[src/rtl/rtcirq_pkg.sv]
`timescale 1ns/1ps
package rtcirq_pkg;

    localparam int REG_W       = 8;
    localparam int NUM_SRC     = 3;
    localparam int SRC_UPDATE  = 0;
    localparam int SRC_ALARM   = 1;
    localparam int SRC_PERIOD  = 2;
    localparam int EN_LSB      = 4;
    localparam int FLAG_LSB    = 4;
    localparam int SQWE_BIT    = 3;
    localparam int SUMMARY_BIT = 7;

    // Control bits that survive a reset-pin clear
    localparam logic [REG_W-1:0] PIN_KEEP_MASK = 8'h87;

    typedef enum logic [1:0] {
        ST_ACTIVE     = 2'd0,
        ST_RESET_HOLD = 2'd1,
        ST_SUPPLY_LOW = 2'd2
    } access_state_t;

endpackage

[src/rtl/rtcirq_access_fsm.sv]
`timescale 1ns/1ps
module rtcirq_access_fsm
    import rtcirq_pkg::*;
(
    input  logic clk,
    input  logic rst_n,
    input  logic reset_pin_n,
    input  logic supply_low,
    output logic bus_ok,
    output logic irq_permit,
    output logic hold_clear
);

    access_state_t state_q;
    access_state_t state_d;

    // Clearing follows the pin only while the supply is good
    assign hold_clear = !reset_pin_n && !supply_low;

    always_ff @(posedge clk or negedge rst_n) begin
        if (!rst_n) begin
            state_q <= ST_ACTIVE;
        end else begin
            state_q <= state_d;
        end
    end

    always_comb begin
        state_d = state_q;
        unique case (state_q)
            ST_ACTIVE: begin
                if (supply_low)        state_d = ST_SUPPLY_LOW;
                else if (!reset_pin_n) state_d = ST_RESET_HOLD;
            end
            ST_RESET_HOLD: begin
                if (supply_low)        state_d = ST_SUPPLY_LOW;
                else if (reset_pin_n)  state_d = ST_ACTIVE;
            end
            ST_SUPPLY_LOW: begin
                if (!supply_low) begin
                    if (reset_pin_n)   state_d = ST_ACTIVE;
                    else               state_d = ST_RESET_HOLD;
                end
            end
            default:                   state_d = ST_ACTIVE;
        endcase
    end

    always_comb begin
        bus_ok     = 1'b0;
        irq_permit = 1'b1;
        unique case (state_q)
            ST_ACTIVE:     bus_ok     = 1'b1;
            ST_RESET_HOLD: irq_permit = 1'b0;
            ST_SUPPLY_LOW: bus_ok     = 1'b0;
            default:       bus_ok     = 1'b0;
        endcase
    end

endmodule

[src/rtl/rtcirq_enable_reg.sv]
`timescale 1ns/1ps
module rtcirq_enable_reg #(
    parameter int               WIDTH     = 8,
    parameter logic [WIDTH-1:0] KEEP_MASK = 8'h87
) (
    input  logic             clk,
    input  logic             rst_n,
    input  logic             hold_clear,
    input  logic             wr_en,
    input  logic [WIDTH-1:0] wr_data,
    output logic [WIDTH-1:0] ctrl_q
);

    always_ff @(posedge clk or negedge rst_n) begin
        if (!rst_n) begin
            ctrl_q <= '0;
        end else if (hold_clear) begin
            ctrl_q <= ctrl_q & KEEP_MASK;
        end else if (wr_en) begin
            ctrl_q <= wr_data;
        end
    end

endmodule

[src/rtl/rtcirq_flag_unit.sv]
`timescale 1ns/1ps
module rtcirq_flag_unit #(
    parameter int NSRC = 3
) (
    input  logic            clk,
    input  logic            rst_n,
    input  logic            hold_clear,
    input  logic            read_clear,
    input  logic [NSRC-1:0] events,
    input  logic [NSRC-1:0] enables,
    output logic [NSRC-1:0] flags_q,
    output logic            summary
);

    logic [NSRC-1:0] pending;

    for (genvar g = 0; g < NSRC; g++) begin : g_src
        // A read clears first; a same-cycle event then sets again
        always_ff @(posedge clk or negedge rst_n) begin
            if (!rst_n) begin
                flags_q[g] <= 1'b0;
            end else if (hold_clear) begin
                flags_q[g] <= 1'b0;
            end else begin
                flags_q[g] <= (flags_q[g] & !read_clear) | events[g];
            end
        end
        assign pending[g] = flags_q[g] & enables[g];
    end

    assign summary = |pending;

endmodule

[src/rtl/rtcirq_irq_ctrl.sv]
`timescale 1ns/1ps
module rtcirq_irq_ctrl
    import rtcirq_pkg::*;
(
    input  logic             clk,
    input  logic             rst_n,
    input  logic             reset_pin_n,
    input  logic             supply_low,
    input  logic             evt_periodic,
    input  logic             evt_alarm,
    input  logic             evt_update,
    input  logic             ctrl_wr,
    input  logic [REG_W-1:0] wr_data,
    input  logic             ctrl_rd,
    input  logic             status_rd,
    output logic [REG_W-1:0] rd_data,
    output logic             irq_drive,
    output logic             bus_ok
);

    logic               hold_clear;
    logic               irq_permit;
    logic [REG_W-1:0]   ctrl_q;
    logic [NUM_SRC-1:0] flags_q;
    logic [NUM_SRC-1:0] events;
    logic               summary;
    logic [REG_W-1:0]   status_word;

    assign events[SRC_PERIOD] = evt_periodic;
    assign events[SRC_ALARM]  = evt_alarm;
    assign events[SRC_UPDATE] = evt_update;

    rtcirq_access_fsm u_fsm (
        .clk         (clk),
        .rst_n       (rst_n),
        .reset_pin_n (reset_pin_n),
        .supply_low  (supply_low),
        .bus_ok      (bus_ok),
        .irq_permit  (irq_permit),
        .hold_clear  (hold_clear)
    );

    rtcirq_enable_reg #(
        .WIDTH     (REG_W),
        .KEEP_MASK (PIN_KEEP_MASK)
    ) u_ctrl (
        .clk        (clk),
        .rst_n      (rst_n),
        .hold_clear (hold_clear),
        .wr_en      (ctrl_wr && bus_ok),
        .wr_data    (wr_data),
        .ctrl_q     (ctrl_q)
    );

    rtcirq_flag_unit #(
        .NSRC (NUM_SRC)
    ) u_flags (
        .clk        (clk),
        .rst_n      (rst_n),
        .hold_clear (hold_clear),
        .read_clear (status_rd && bus_ok),
        .events     (events),
        .enables    (ctrl_q[EN_LSB +: NUM_SRC]),
        .flags_q    (flags_q),
        .summary    (summary)
    );

    always_comb begin
        status_word                          = '0;
        status_word[SUMMARY_BIT]             = summary;
        status_word[FLAG_LSB +: NUM_SRC]     = flags_q;
    end

    always_comb begin
        rd_data = '0;
        if (bus_ok) begin
            if (status_rd)    rd_data = status_word;
            else if (ctrl_rd) rd_data = ctrl_q;
        end
    end

    assign irq_drive = summary && irq_permit;

endmodule

[config.mk]
export PLATFORM = sky130hd
export DESIGN_NAME = rtcirq_irq_ctrl
export DESIGN_NICKNAME = d
export VERILOG_FILES = /design/src/rtl/rtcirq_pkg.sv /design/src/rtl/rtcirq_access_fsm.sv /design/src/rtl/rtcirq_enable_reg.sv /design/src/rtl/rtcirq_flag_unit.sv /design/src/rtl/rtcirq_irq_ctrl.sv
export SDC_FILE = /design/constraint.sdc
export NUM_CORES = 1
export LEC_CHECK = 0
export ABC_CLOCK_PERIOD_IN_PS = 1430
export BUFFER_PORTS_ARGS = -buffer_cell sky130_fd_sc_hd__buf_2
export CELL_PAD_IN_SITES_DETAIL_PLACEMENT = 1
export CELL_PAD_IN_SITES_GLOBAL_PLACEMENT = 1
export CORE_MARGIN = 5
export CORE_UTILIZATION = 30
export CTS_CLUSTER_SIZE = 28
export DETAILED_ROUTE_END_ITERATION = 10
export PLACE_DENSITY_LB_ADDON = 0.1
export SLEW_MARGIN = 20
export SYNTH_ARGS = -nofsm -noshare
export SYNTH_HDL_FRONTEND = slang
export SYNTH_SLANG_ARGS = --single-unit
[constraint.sdc]
create_clock -name clk -period 1.43 [get_ports clk]
set_input_delay 0.2145 -clock clk [delete_from_list [all_inputs] [get_ports clk]]
set_output_delay 0.2145 -clock clk [all_outputs]
set_load 0.05 [all_outputs]
# ---- After elaboration in Yosys (flattened, before gate mapping)
# Cells that the tools add are included.
dict set report op_classes {
  eq_ne 5
  mux 17
  bitwise 10
  n_reduce_logical 12
}
# op n
set ops {}
lappend ops {{$mux 8} 3}
lappend ops {{$mux 7} 2}
lappend ops {{$mux 2} 5}
lappend ops {{$and 1x1->1} 6}
lappend ops {{$mux 1} 6}
lappend ops {{$ne 3x3->1 const B} 2}
lappend ops {{$pmux 2 s3} 1}
lappend ops {{$logic_and 1x1->1} 4}
lappend ops {{$logic_not 1->1} 3}
lappend ops {{$or 1x1->1} 3}
lappend ops {{$reduce_and 3->1} 1}
lappend ops {{$reduce_or 3->1} 1}
lappend ops {{$eq 2x1->1 const B} 1}
lappend ops {{$eq 2x2->1 const B} 1}
lappend ops {{$logic_not 2->1} 1}
lappend ops {{$ne 2x2->1 const B} 1}
lappend ops {{$reduce_and 2->1} 1}
lappend ops {{$reduce_bool 2->1} 1}
lappend ops {{$not 1->1} 1}
dict set report word_totals {
  register_bits 13
  input_bits 18
  output_inout_bits 10
}

# ---- Logic depth before layout (Yosys ltp)
# Gate-level depths: netlist of the first run.
dict set report logic_depth {
  word_depth 7
  ltp_mapped 4
  ltp_nobuf 3
}

# ---- Cells and area by module
# A second synthesis of the first run with hierarchy kept.
dict set report hier_totals {
  hier_cells 60
  area_unflattened_um2 675.6
}
# module instances cells_each area_per_inst_um2 seq_area_each_um2
set modules_own_cells {}
lappend modules_own_cells {rtcirq_enable_reg 1 22 340.3 200.2}
lappend modules_own_cells {rtcirq_flag_unit 1 14 133.9 75.1}
lappend modules_own_cells {rtcirq_irq_ctrl 1 17 117.6 0.0}
lappend modules_own_cells {rtcirq_access_fsm 1 7 83.8 50.0}

# ---- Worst setup path before layout of the first run
# OpenSTA, ideal clock, no wires.
dict set report synth_path {
  kind {register to output}
  startpoint {register u_fsm.state_q[1]}
  endpoint {output port rd_data[6]}
  t_arrival_ns 1.714
  required_ns 1.216
  slack_ns -0.498
  stages_incl_launch_ff 4
  path_cell_list {dfrtp_1 buf_6 nor2_1 and2_1}
}
dict set report synth_via {
  elab_chain_len 3
}
# element line
set synth_rtl {}
lappend synth_rtl {{start: declaration} rtcirq_access_fsm.sv:14} ;# access_state_t state_q;
lappend synth_rtl {{start signal: assignment} rtcirq_access_fsm.sv:24} ;# state_q <= state_d;
lappend synth_rtl {{$logic_not 2->1} rtcirq_access_fsm.sv:52} ;# unique case (state_q)
lappend synth_rtl {{$mux 1} rtcirq_access_fsm.sv:52}
lappend synth_rtl {{net bus_ok} rtcirq_irq_ctrl.sv:18} ;# output logic bus_ok
lappend synth_rtl {{$mux 8} rtcirq_irq_ctrl.sv:76} ;# if (bus_ok) begin
lappend synth_rtl {{end: declaration} rtcirq_irq_ctrl.sv:16} ;# output logic [REG_W-1:0] rd_data,
# The timed path passes the listed nets, and every way through them passes these cells.

# ---- Final worst setup path of the first run
dict set report layout_path {
  startpoint {register u_fsm.state_q[0]}
  endpoint {output port rd_data[7]}
}
dict set report layout_via {
  elab_chain_len 3
}
# element line
set layout_rtl {}
lappend layout_rtl {{$logic_not 2->1} rtcirq_access_fsm.sv:52}
lappend layout_rtl {{$mux 1} rtcirq_access_fsm.sv:52}
lappend layout_rtl {{$mux 8} rtcirq_irq_ctrl.sv:76}
# Every way passes these cells.

==> metrics.md, run 1 <==
| Metric | Value |
|---|---|
| Status | finished with violations |
| Failing checks | negative setup slack |
| Rows | 17 |
| Synth cell count leaders | dfrtp_1 (13), nor2_1 (8), and2_1 (5) |
| Clock-pin slew on the worst setup and hold paths | about 80 ps |
| Routed Antenna Nets | 0 |
| CP arrival | approximately 1500 ps |
| Top-count cell post-synth | dfrtp_1 |
| CP Max Fanout | 5 |
| Setup Skew | around 0.37 ps |
| Mapped Cells | slightly below 60 |
| Synthesized area per cell | around 11 um^2 |
| Actual slew at the worst max-slew pin | roughly 330 ps |
| Largest net degree at the start of global routing | 14 |
| Initial cell density of the core | between 30% and 40% |
| Top post-synthesis cells by area | dfrtp_1 (49%), mux2_4 (9.0%), mux2i_1 (6.0%) |
| Setup CP Type | reg2out |
| DR WL/cell | 15.0 um |
| Die W | about 57 um |
| Post-synthesis cell area | 666 um^2 |
| Final critical-path required period | roughly 1700 ps |
| Placement Cell Area | 932 um^2 |
| Switching power total | 344 uW |
| CP startpoint kind | flop |
| First drt pass iteration count | 4 |
| Fmax | about 600 MHz |
| # port buffers | 27 |
| Fill cell instance count of the final layout | around 260 |
| Total Neg Setup Slack | -1360 ps |
| Comb power frac | around a third |
| Vias per inst | ~4.7 |
| Initial drt markers | 5 |
| P_leak | between 0.0005 and 0.0006 uW |
| Routed WL | a little under 2000 um |
| Area of the multi-input gates | between 300 and 400 um^2 |
| CORE AREA | 2170 um^2 |
| R2r setup slk | -10 ps |
| Data required, critical path | roughly 1200 ps |
| Path category of the worst min-delay check | in2reg |
| First-pass GRT wire length | roughly 3100 um |
| Flop pwr share | a little over two fifths |
| Final setup vio count | 13 |
| Sw Share | around a third |
| CTS root buf | clkbuf_4 |
| # clock sinks | 13 |
| Hold Vio Cnt, Final | 0 |
| Slew Viols, Final | 0 |
| Vias | between 600 and 700 |
| Layout Nets | between 100 and 150 |
| Post-synth cell types | 23 |
| Main synth FF type | dfrtp_1 |
| Seq/Total Area, Yosys | around half |
| Clock buffer depth | 2 |
| Final critical-path share of the clock period | 116% |
| Power per cell area | 955 nW/um^2 |
| Yosys warns | 0 |
| CTS tree | done |
| Register area | approximately 330 um^2 |
| Layout area overhead | 65.4% |
| RePlAce Congestion | ~0.71 |
| Layout cells sized above 1 | between 60 and 70% |
| Syn_nets | 77 |
| Grt ovf | 0 |
| Maxcap violations | 0 |
| Synth top area share | roughly 49% |
| Diode count | 0 |
| Final Cell Area | between 1000 and 1500 um^2 |
| Crit. End Element | output pin |
| Cell Int Power | 708 uW |
| # DRC | 0 |
| DIE HEIGHT | 57.1 um |
| Slew HR | between 70% and 80% |
| Worst skew pair latency | around 270 ps |
| Initial antenna violation count | 0 |
| Async set-reset flop share out of synthesis | 100% |
| # IOs | 28 |
| Num CTS Buffers | 3 |
| GRT Overall Usage | between 10% and 20% |
| Post-route setup slack | -231 ps |
| Synth area leader | dfrtp_1 |
| Power share of the clock group | between 20% and 30% |
| Post-DP HPWL | 1510 um |
| H-tree lvl count | 1 |
| Vias in the first global route | about 660 |
| RSZ-0062 raised after global routing | yes |
| Post-synth EDFFs | 0 |
| Die ar. | 3260 um^2 |
| Worst VDD drop | between 0.0005 and 0.0006 V |
| Post-synthesis register bit count | 13 |
[cell type report]
| class | instances | share of cell area [%] |
|---|---|---|
| multi-input cells | 43 | 35.5 |
| flip-flops and latches | 13 | 29.5 |
| repair buffers | 40 | 29.1 |
| well taps | 28 | 3.18 |
| clock buffers | 4 | 2.39 |
| inverters | 1 | 0.341 |
[final timing paths]
path,start,depth (start not counted),endpoint
max in group asynchronous,rst_n,2,u_ctrl.ctrl_q[1]
hold reg to reg,u_ctrl.ctrl_q[2],1,u_ctrl.ctrl_q[2]
setup / recovery,u_fsm.state_q[0],5,rd_data[7]
setup reg to reg,u_fsm.state_q[0],4,u_ctrl.ctrl_q[2]
min in group asynchronous,rst_n,2,u_ctrl.ctrl_q[0]
hold / removal,reset_pin_n,2,u_fsm.state_q[0]
[sequential cells by signal, indices dropped and copies added (netlist names)]
signal / flops
u_ctrl.ctrl_q: 8
u_flags.flags_q: 3
u_fsm.state_q: 2
[power groups by stage]
stage / clock (uW) / sequential, uW / combinational, uW
after floorplan: 0 / 444 / 206
after global placement: 0 / 454 / 305
after detailed placement: 0 / 456 / 311
after CTS: 240 / 451 / 363
after global routing: 258 / 460 / 393
final: 229 / 453 / 370
[critical path, stage by stage, from the launching register on]
cell and delay, ps:
dfrtp_1 420, nor4b_2 270, buf_4 190, nand2_2 70, o21ai_4 60, buf_6 170
[per-stage QoR]
| stage | instances | hold WS, ps | utilization (%) | power [uW] | setup WS (ps) |
|---|---|---|---|---|---|
| final | 129 | 124 | 50.7 | 1050 | -231 |
| after CTS | 129 | 110 | 49.4 | 1050 | -252 |
| after global routing | 129 | 110 | 50.7 | 1110 | -330 |
| after floorplan | 59 | -81.1 | - | 650 | -370 |
| after detailed placement | 124 | 121 | 43.0 | 767 | -65.6 |
| after global placement | 124 | 118 | 43.0 | 759 | -9.31 |
[repair_timing]
| action | 4_1_cts | 5_1_grt |
|---|---|---|
| setup buffers | 0 | 1 |
| pin swaps | 4 | 3 |
| resized for setup | 30 | 10 |
| endpoints found under the hold margin | 13 | 0 |
| endpoints found under the setup margin | 14 | 14 |
| gates cloned | 0 | 0 |
| hold buffers | 1 | 0 |
[cell usage in the layout, fill, tap and decap left out, drive strengths merged, types with 2 or more instances in the layout]
master  count
mux2i       4
a21oi       4
nand2       3
nor3        2
dfrtp      13
clkbuf      4
a22oi       2
buf        39
nor2        9
o21ai       2
and2        5
mux2        4
[per-layer routing]
layer	vias up	routed length, um	GRT usage (%)
met5	-	0	0
met4	0	16	4.97
met2	16	996	20.9
li1	294	-	-
met1	293	796	15.3
met3	2	129	4.75
[logic make-up (layout without fill, tap and decap cells)]
group / count (synthesis) / count (layout) / synth area share (%)
simple gates: 24 / 24 / 22.2
flops: 13 / 13 / 48.9
compound gates: 11 / 11 / 10.5
mux: 8 / 8 / 15.0
buf+inv: 3 / 45 / 3.38
(Power assumes the default switching activity.)
==> inputs of run 2 (changes only) <==
Settings changed: ABC_CLOCK_PERIOD_IN_PS 1430 to 1700, CORE_UTILIZATION 30 to 34.
Clock period 1.43 ns to 1.7 ns, I/O delays scaled along.
==> run 2 against run 1 <==
The run still ends with negative setup slack left. Via count decreased by 3.3%. Critical endpoint is now rd_data[0]. Count of clock-buffer cells in the layout stayed put. Routed wire length decreased by 11%. Hold slack gained 29 ps. Highest routed layer unchanged. Critical path depth down 1. Global-route usage increased by 1.1 points. First-iteration DRC count stayed put. Cell area shrank 9.0%.
==> metrics.md, run 2 (same netlist as run 1, synthesis figures left out) <==
| Metric | Value |
|---|---|
| Status | finished with violations |
| Failing checks | negative setup slack |
| Vias per inst | 4.68 (-0.21%) |
| First-pass GRT wire length | 2840 um (-9.3%) |
| DIE HEIGHT | 54.2 um (-5.0%) |
| R2r setup slk | 240 ps (+250 ps) |
| Worst skew pair latency | 270 ps (about the same) |
| Data required, critical path | 1440 ps (+220 ps) |
| Crit path to | rd_data[0] |
| CP Max Fanout | 5 (unchanged) |
| Largest register FFs | 8 (unchanged) |
| Reg with most FFs | u_ctrl.ctrl_q |
| Path category of the worst min-delay check | in2reg |
| Grt met2 use | 25.3% (+4.4 points) |
| RSZ-0062 raised after global routing | yes |
| Commonest non-fill, non-tap cell in the layout | buf_2 |
| Post-DP HPWL | 1270 um (-16%) |
| Layout area overhead | 50.6% |
| Final critical-path share of the clock period | 100% |
| GRT Overall Usage | 13.9% (+1.1 points) |
| # port buffers | 27 (unchanged) |
| Setup Skew | 5.53 ps (+5.16 ps) |
| Actual slew at the worst max-slew pin | 299 ps (-32.2 ps) |
| Initial drt markers | 5 (unchanged) |
| Met3 Use GR | 5.45% (+0.70 points) |
| Hold Vio Cnt, Final | 0 (unchanged) |
| Maxcap violations | 0 (unchanged) |
| Commonest non-fill, non-tap cells in the layout | buf_2 (20), dfrtp_1 (11), buf_4 (9), nor2_1 (7) |
| # clock sinks | 13 (unchanged) |
| Final setup vio count | 1 (-12) |
| First drt pass iteration count | 4 (unchanged) |
| Routed Antenna Nets | 0 (unchanged) |
| H-tree lvl count | 1 (unchanged) |
| P_leak | 0.000480 uW (-6.6%) |
| CP startpoint | u_fsm.state_q[1] |
| R2R Path Start | u_fsm.state_q[1] |
| DR WL/cell | 13.9 um (-7.8%) |
| Vias | 585 (-3.3%) |
| Slew Viols, Final | 0 (unchanged) |
| Reg2reg path depth | 4 (unchanged) |
| Power per cell area | 831 nW/um^2 (-13%) |
| Global route hottest layer | met2 |
| Routed WL | 1730 um (-11%) |
| Layout cells sized above 1 | 59.2% (-5.2 points) |
| CTS tree | done |
| Setup CP Type | reg2out |
| Layout Nets | 117 (-2.5%) |
| Post-route setup slack | -4.23 ps (+227 ps) |
| Non-filler cells in the finished layout | 125 (-3.1%) |
| Diode count | 0 (unchanged) |
| Clock buffer depth | 2 (unchanged) |
| Die ar. | 2940 um^2 (-9.8%) |
| Rows | 16 (-1) |
| Clock-pin slew on the worst setup and hold paths | 80 ps (about the same) |
| CP arrival | 1450 ps (about the same) |
| Total Neg Setup Slack | -4.23 ps (+1360 ps) |
| Largest net degree at the start of global routing | 14 (unchanged) |
| Grt ovf | 0 (unchanged) |
| Slew HR | 80.1% (+2.1 points) |
| Worst VDD drop | 0.000468 V (-16%) |
| RePlAce Congestion | 0.744 (+4.5%) |
| Reg2Reg Capture Point | u_ctrl.ctrl_q[1] |
| Global-route met1 utilization | 14.3% (-1.0 points) |
| # IOs | 28 (unchanged) |
| Biggest regs | u_ctrl.ctrl_q x8, u_flags.flags_q x3, u_fsm.state_q x2 |
| Num CTS Buffers | 3 (unchanged) |
| Hold slack | 153 ps (+29.2 ps) |
| Die W | 54.2 um (-5.0%) |
| CORE AREA | 1920 um^2 (-11%) |
| # DRC | 0 (unchanged) |
| Vias in the first global route | 646 (-1.8%) |
| CP startpoint kind | flop |
| Initial antenna violation count | 0 (unchanged) |
| CTS root buf | clkbuf_4 |
| Final Core Density | 52.1% (+1.4 points) |
| Placed Cells | 116 (-6.5%) |
| Final critical-path required period | between 1500 and 2000 ps |
| Post-Place Worst Slack | 111 ps (+177 ps) |
| Crit. End Element | output pin |
| Initial cell density of the core | 34.6% (+4.0 points) |
| Fmax | 587 MHz |
[run 2: changes by cell type in the layout (fill, tap and decap cells not counted), sizes merged]
cell and change:
clkbuf +1, buf -4
[run 2: metal layers]
metal | wire, um | share of wire (%) | up-vias
li1 | - | - | 284
met5 | 0 | 0 | -
met3 | 101 | 5.8 | 2
met4 | 12 | 0.69 | 0
met2 | 910 | 53 | 14
met1 | 708 | 41 | 285
[run 2: how the worst min path moves through the flow]
stage	end	from	cells after the start	slack, ps
2_1_floorplan	u_ctrl.ctrl_q[0]	rst_n	0	-40
5_1_grt	u_fsm.state_q[0]	reset_pin_n	2	140
6_report	u_fsm.state_q[0]	reset_pin_n	2	150
3_3_place_gp	u_ctrl.ctrl_q[2]	rst_n	1	160
3_5_place_dp	u_ctrl.ctrl_q[2]	rst_n	1	160
4_1_cts	u_fsm.state_q[0]	reset_pin_n	2	140
[run 2: worst max-delay path, cell delays in order (launching register included)]
cell,delay [ps]
dfrtp_2,440
nor4b_2,270
buf_4,180
and2_4,150
buf_8,140
[run 2: metrics by stage]
step	power, uW	cell area, um^2
3_3_place_gp	606	860
2_1_floorplan	537	672
4_1_cts	845	992
5_1_grt	887	1000
3_5_place_dp	609	860
6_report	833	1000
[run 2: where the power goes]
group          internal (uW)  total [uW]  switching, uW
registers                351         382           30.9
logic                    128         265            137
clock network           91.0         186           95.2
[run 2: final cells by class]
cell class / instances / area, um^2
flip-flops and latches: 13 / 328
multi-input cells: 43 / 343
fillers: 233 / 920
well taps: 27 / 33.8
inverters: 1 / 3.75
clock buffers: 4 / 26.3
repair buffers: 37 / 268
[run 2: timing repair]
item,in CTS,in global routing
endpoints found under the setup margin,6,7
resized for setup,23,3
endpoints found under the hold margin,13,0
pin swaps,8,3
buffers inserted,4,0
hold buffers,1,0
==> inputs of run 3 (changes only) <==
==> constraint.sdc (replaced) <==
create_clock -name clk -period 1.7 [get_ports clk]
set_input_delay 0.085 -clock clk [delete_from_list [all_inputs] [get_ports clk]]
set_output_delay 0.085 -clock clk [all_outputs]
set_load 0.05 [all_outputs]
==> run 3 against run 2 <==
The run now ends clean. Clock skew fell by 2.1 ps. Hold slack got worse by 120 ps. Global-route usage fell by 0.73 points. Total power fell by 2.1%. Combinational power fell by 9.8%. Cell area fell by 4.9%. Utilization fell by 2.5 points.
==> metrics.md, run 3 (same netlist as run 1, synthesis figures left out) <==
| Metric | Value |
|---|---|
| Cell Int Power | 554 uW (-2.8%) |
| DR WL/cell | 13.4 um (-3.7%) |
| Final critical-path required period | 1640 ps (-64.7 ps) |
| Num CTS Buffers | 3 (unchanged) |
| Path category of the worst min-delay check | in2reg |
| Commonest non-fill, non-tap cells in the layout | buf_2 (22), dfrtp_1 (11), buf_4 (10), nor2_1 (7), and2_1 (5) |
| R2r setup slk | 280 ps (+40 ps) |
| Setup Skew | 3.46 ps (-2.07 ps) |
| Comb power frac | 29.3% (-2.5 points) |
| CTS tree | done |
| # IOs | 28 (unchanged) |
| Status | completed |
| Post-DP HPWL | 1210 um (-4.5%) |
| Routed WL | 1660 um (-4.4%) |
| Final Cell Area | 953 um^2 (-4.9%) |
| CP arrival | 1550 ps (+100 ps) |
| Flop pwr share | 47.0% (+1.2 points) |
| Largest net degree at the start of global routing | 14 (unchanged) |
| Die W | 54.2 um (unchanged) |
| # DRC | 0 (unchanged) |
| First-pass GRT wire length | 2700 um (-4.6%) |
| Data required, critical path | 1620 ps (+180 ps) |
| Vias in the first global route | 569 (-12%) |
| Vias per inst | 4.65 (-0.74%) |
| Clock-pin slew on the worst setup and hold paths | 80 ps (about the same) |
| Biggest regs | u_ctrl.ctrl_q x8, u_flags.flags_q x3, u_fsm.state_q x2 |
| Worst hold endpoint | u_flags.flags_q[0] |
| Hold Vio Cnt, Final | 0 (unchanged) |
| Routed Antenna Nets | 0 (unchanged) |
| # port buffers | 27 (unchanged) |
| CP Max Fanout | 9 (+4) |
| Diode count | 0 (unchanged) |
| Grt ovf | 0 (unchanged) |
| Die ar. | 2940 um^2 (unchanged) |
| Maxcap violations | 0 (unchanged) |
| RePlAce Congestion | 0.725 (-2.7%) |
| Clock buffer depth | 2 (unchanged) |
| R2R Path Start | u_fsm.state_q[0] |
| Slew HR | 79.5% (-0.55 points) |
| # clock sinks | 13 (unchanged) |
| Power share of the clock group | 23.6% (+1.2 points) |
| Initial cell density of the core | 34.6% (unchanged) |
| Actual slew at the worst max-slew pin | 306 ps (+6.92 ps) |
| Final setup vio count | 0 (-1) |
| GRT Overall Usage | 13.2% (-0.73 points) |
| Layout Nets | 116 (-0.85%) |
| Power per cell area | 855 nW/um^2 (+2.9%) |
| Non-filler cells in the finished layout | 124 (-0.80%) |
| Switching power total | 261 uW (-0.67%) |
| First drt pass iteration count | 5 (+1) |
| CORE AREA | 1920 um^2 (unchanged) |
| Largest register FFs | 8 (unchanged) |
| Fill cell instance count of the final layout | 233 (unchanged) |
| Crit. End Element | output pin |
| Placed Cells | 113 (-2.6%) |
| Rows | 16 (unchanged) |
| P_leak | 0.000466 uW (-3.0%) |
| Initial antenna violation count | 0 (unchanged) |
| Placement Cell Area | 837 um^2 (-2.6%) |
| Final critical-path share of the clock period | 96.4% (-3.8 points) |
| Worst VDD drop | 0.000548 V (+17%) |
| WHS Path Cells | 3 (+1) |
| Worst skew pair latency | 270 ps (about the same) |
| Startpoint of the worst hold path | evt_update |
| DIE HEIGHT | 54.2 um (unchanged) |
| Reg2reg path depth | 2 (-2) |
| Reg with most FFs | u_ctrl.ctrl_q |
| Commonest non-fill, non-tap cell in the layout | buf_2 |
| Initial drt markers | 1 (-4) |
| Slew Viols, Final | 0 (unchanged) |
| Layout area overhead | 43.2% |
| Fmax | 610 MHz (+3.9%) |
| Sw Share | 32.0% (+0.47 points) |
| CP startpoint kind | flop |
| Reg2Reg Capture Point | u_fsm.state_q[0] |
| Setup CP Type | reg2out |
| CTS root buf | clkbuf_4 |
| Vias | 576 (-1.5%) |
| Layout cells sized above 1 | 50.5% (-8.7 points) |
| H-tree lvl count | 1 (unchanged) |
[run 3: cell count changes in the layout (fill, tap and decap cells not counted)]
cell / previous run / this run
and2_4: 4 / 0
buf_4: 9 / 10
and2_1: 1 / 5
dlygate4sd3_1: 1 / 3
buf_8: 4 / 0
buf_6: 2 / 1
buf_2: 20 / 22
nand2_2: 1 / 0
clkbuf_4: 4 / 3
a21oi_2: 1 / 0
a21oi_1: 3 / 4
nand2_1: 2 / 3
nor4b_4: 0 / 1
nor4b_2: 1 / 0
[run 3: cell type report]
type                            count  area [um^2]  area share (%)
Multi-Input combinational cell     43          335            35.2
Clock buffer                        4         26.3            2.76
Timing Repair Buffer               36          226            23.8
Sequential cell                    13          328            34.4
Tap cell                           27         33.8            3.54
Inverter                            1         3.75           0.394
[run 3: metal layers]
layer	wire length [um]	vias up	global-route usage, %
li1	-	281	-
met1	713	278	15.7
met5	0	-	0
met2	836	15	21.7
met3	96	2	6.27
met4	10	0	2.49
[run 3: worst max path at each step]
stage / start / to / slack (ps) / cells after the start
2_1_floorplan: u_fsm.state_q[0] / rd_data[4] / 30 / 2
3_5_place_dp: u_fsm.state_q[1] / rd_data[7] / 160 / 4
5_1_grt: u_fsm.state_q[0] / rd_data[0] / -1 / 3
3_3_place_gp: u_fsm.state_q[1] / rd_data[7] / 200 / 4
6_report: u_fsm.state_q[1] / rd_data[7] / 60 / 3
4_1_cts: u_fsm.state_q[1] / rd_data[0] / 3 / 3
[run 3: power by group through the flow]
stage | Sequential [uW] | Clock (uW) | Combinational (uW)
3_3_place_gp | 387 | 0 | 213
6_report | 383 | 192 | 239
2_1_floorplan | 373 | 0 | 164
5_1_grt | 393 | 219 | 258
4_1_cts | 385 | 206 | 226
3_5_place_dp | 390 | 0 | 212
[run 3: metrics by stage]
stage	hold slack (ps)	utilization, %	TNS, ps	power (uW)	setup WS, ps
after floorplan	-211	-	0	537	26.6
after CTS	22.6	47.7	0	816	3.39
after detailed placement	-10.9	43.6	0	602	159
after global placement	-8.54	43.6	0	600	204
after global routing	21.6	49.6	-2.44	870	-1.37
final	31.9	49.6	0	815	60.5
[run 3: repair_timing]
item / 4_1_cts / 5_1_grt
hold buffers: 3 / 0
endpoints found under the hold margin: 14 / 0
pin swaps: 0 / 2
resized for setup: 8 / 3
setup buffers: 0 / 4
endpoints found under the setup margin: 5 / 6
gates cloned: 0 / 0
[run 3: critical path, stage by stage, from the launching register on]
cell	delay [ps]
dfrtp_2	500
or3b_4	450
o21ai_2	160
buf_6	170
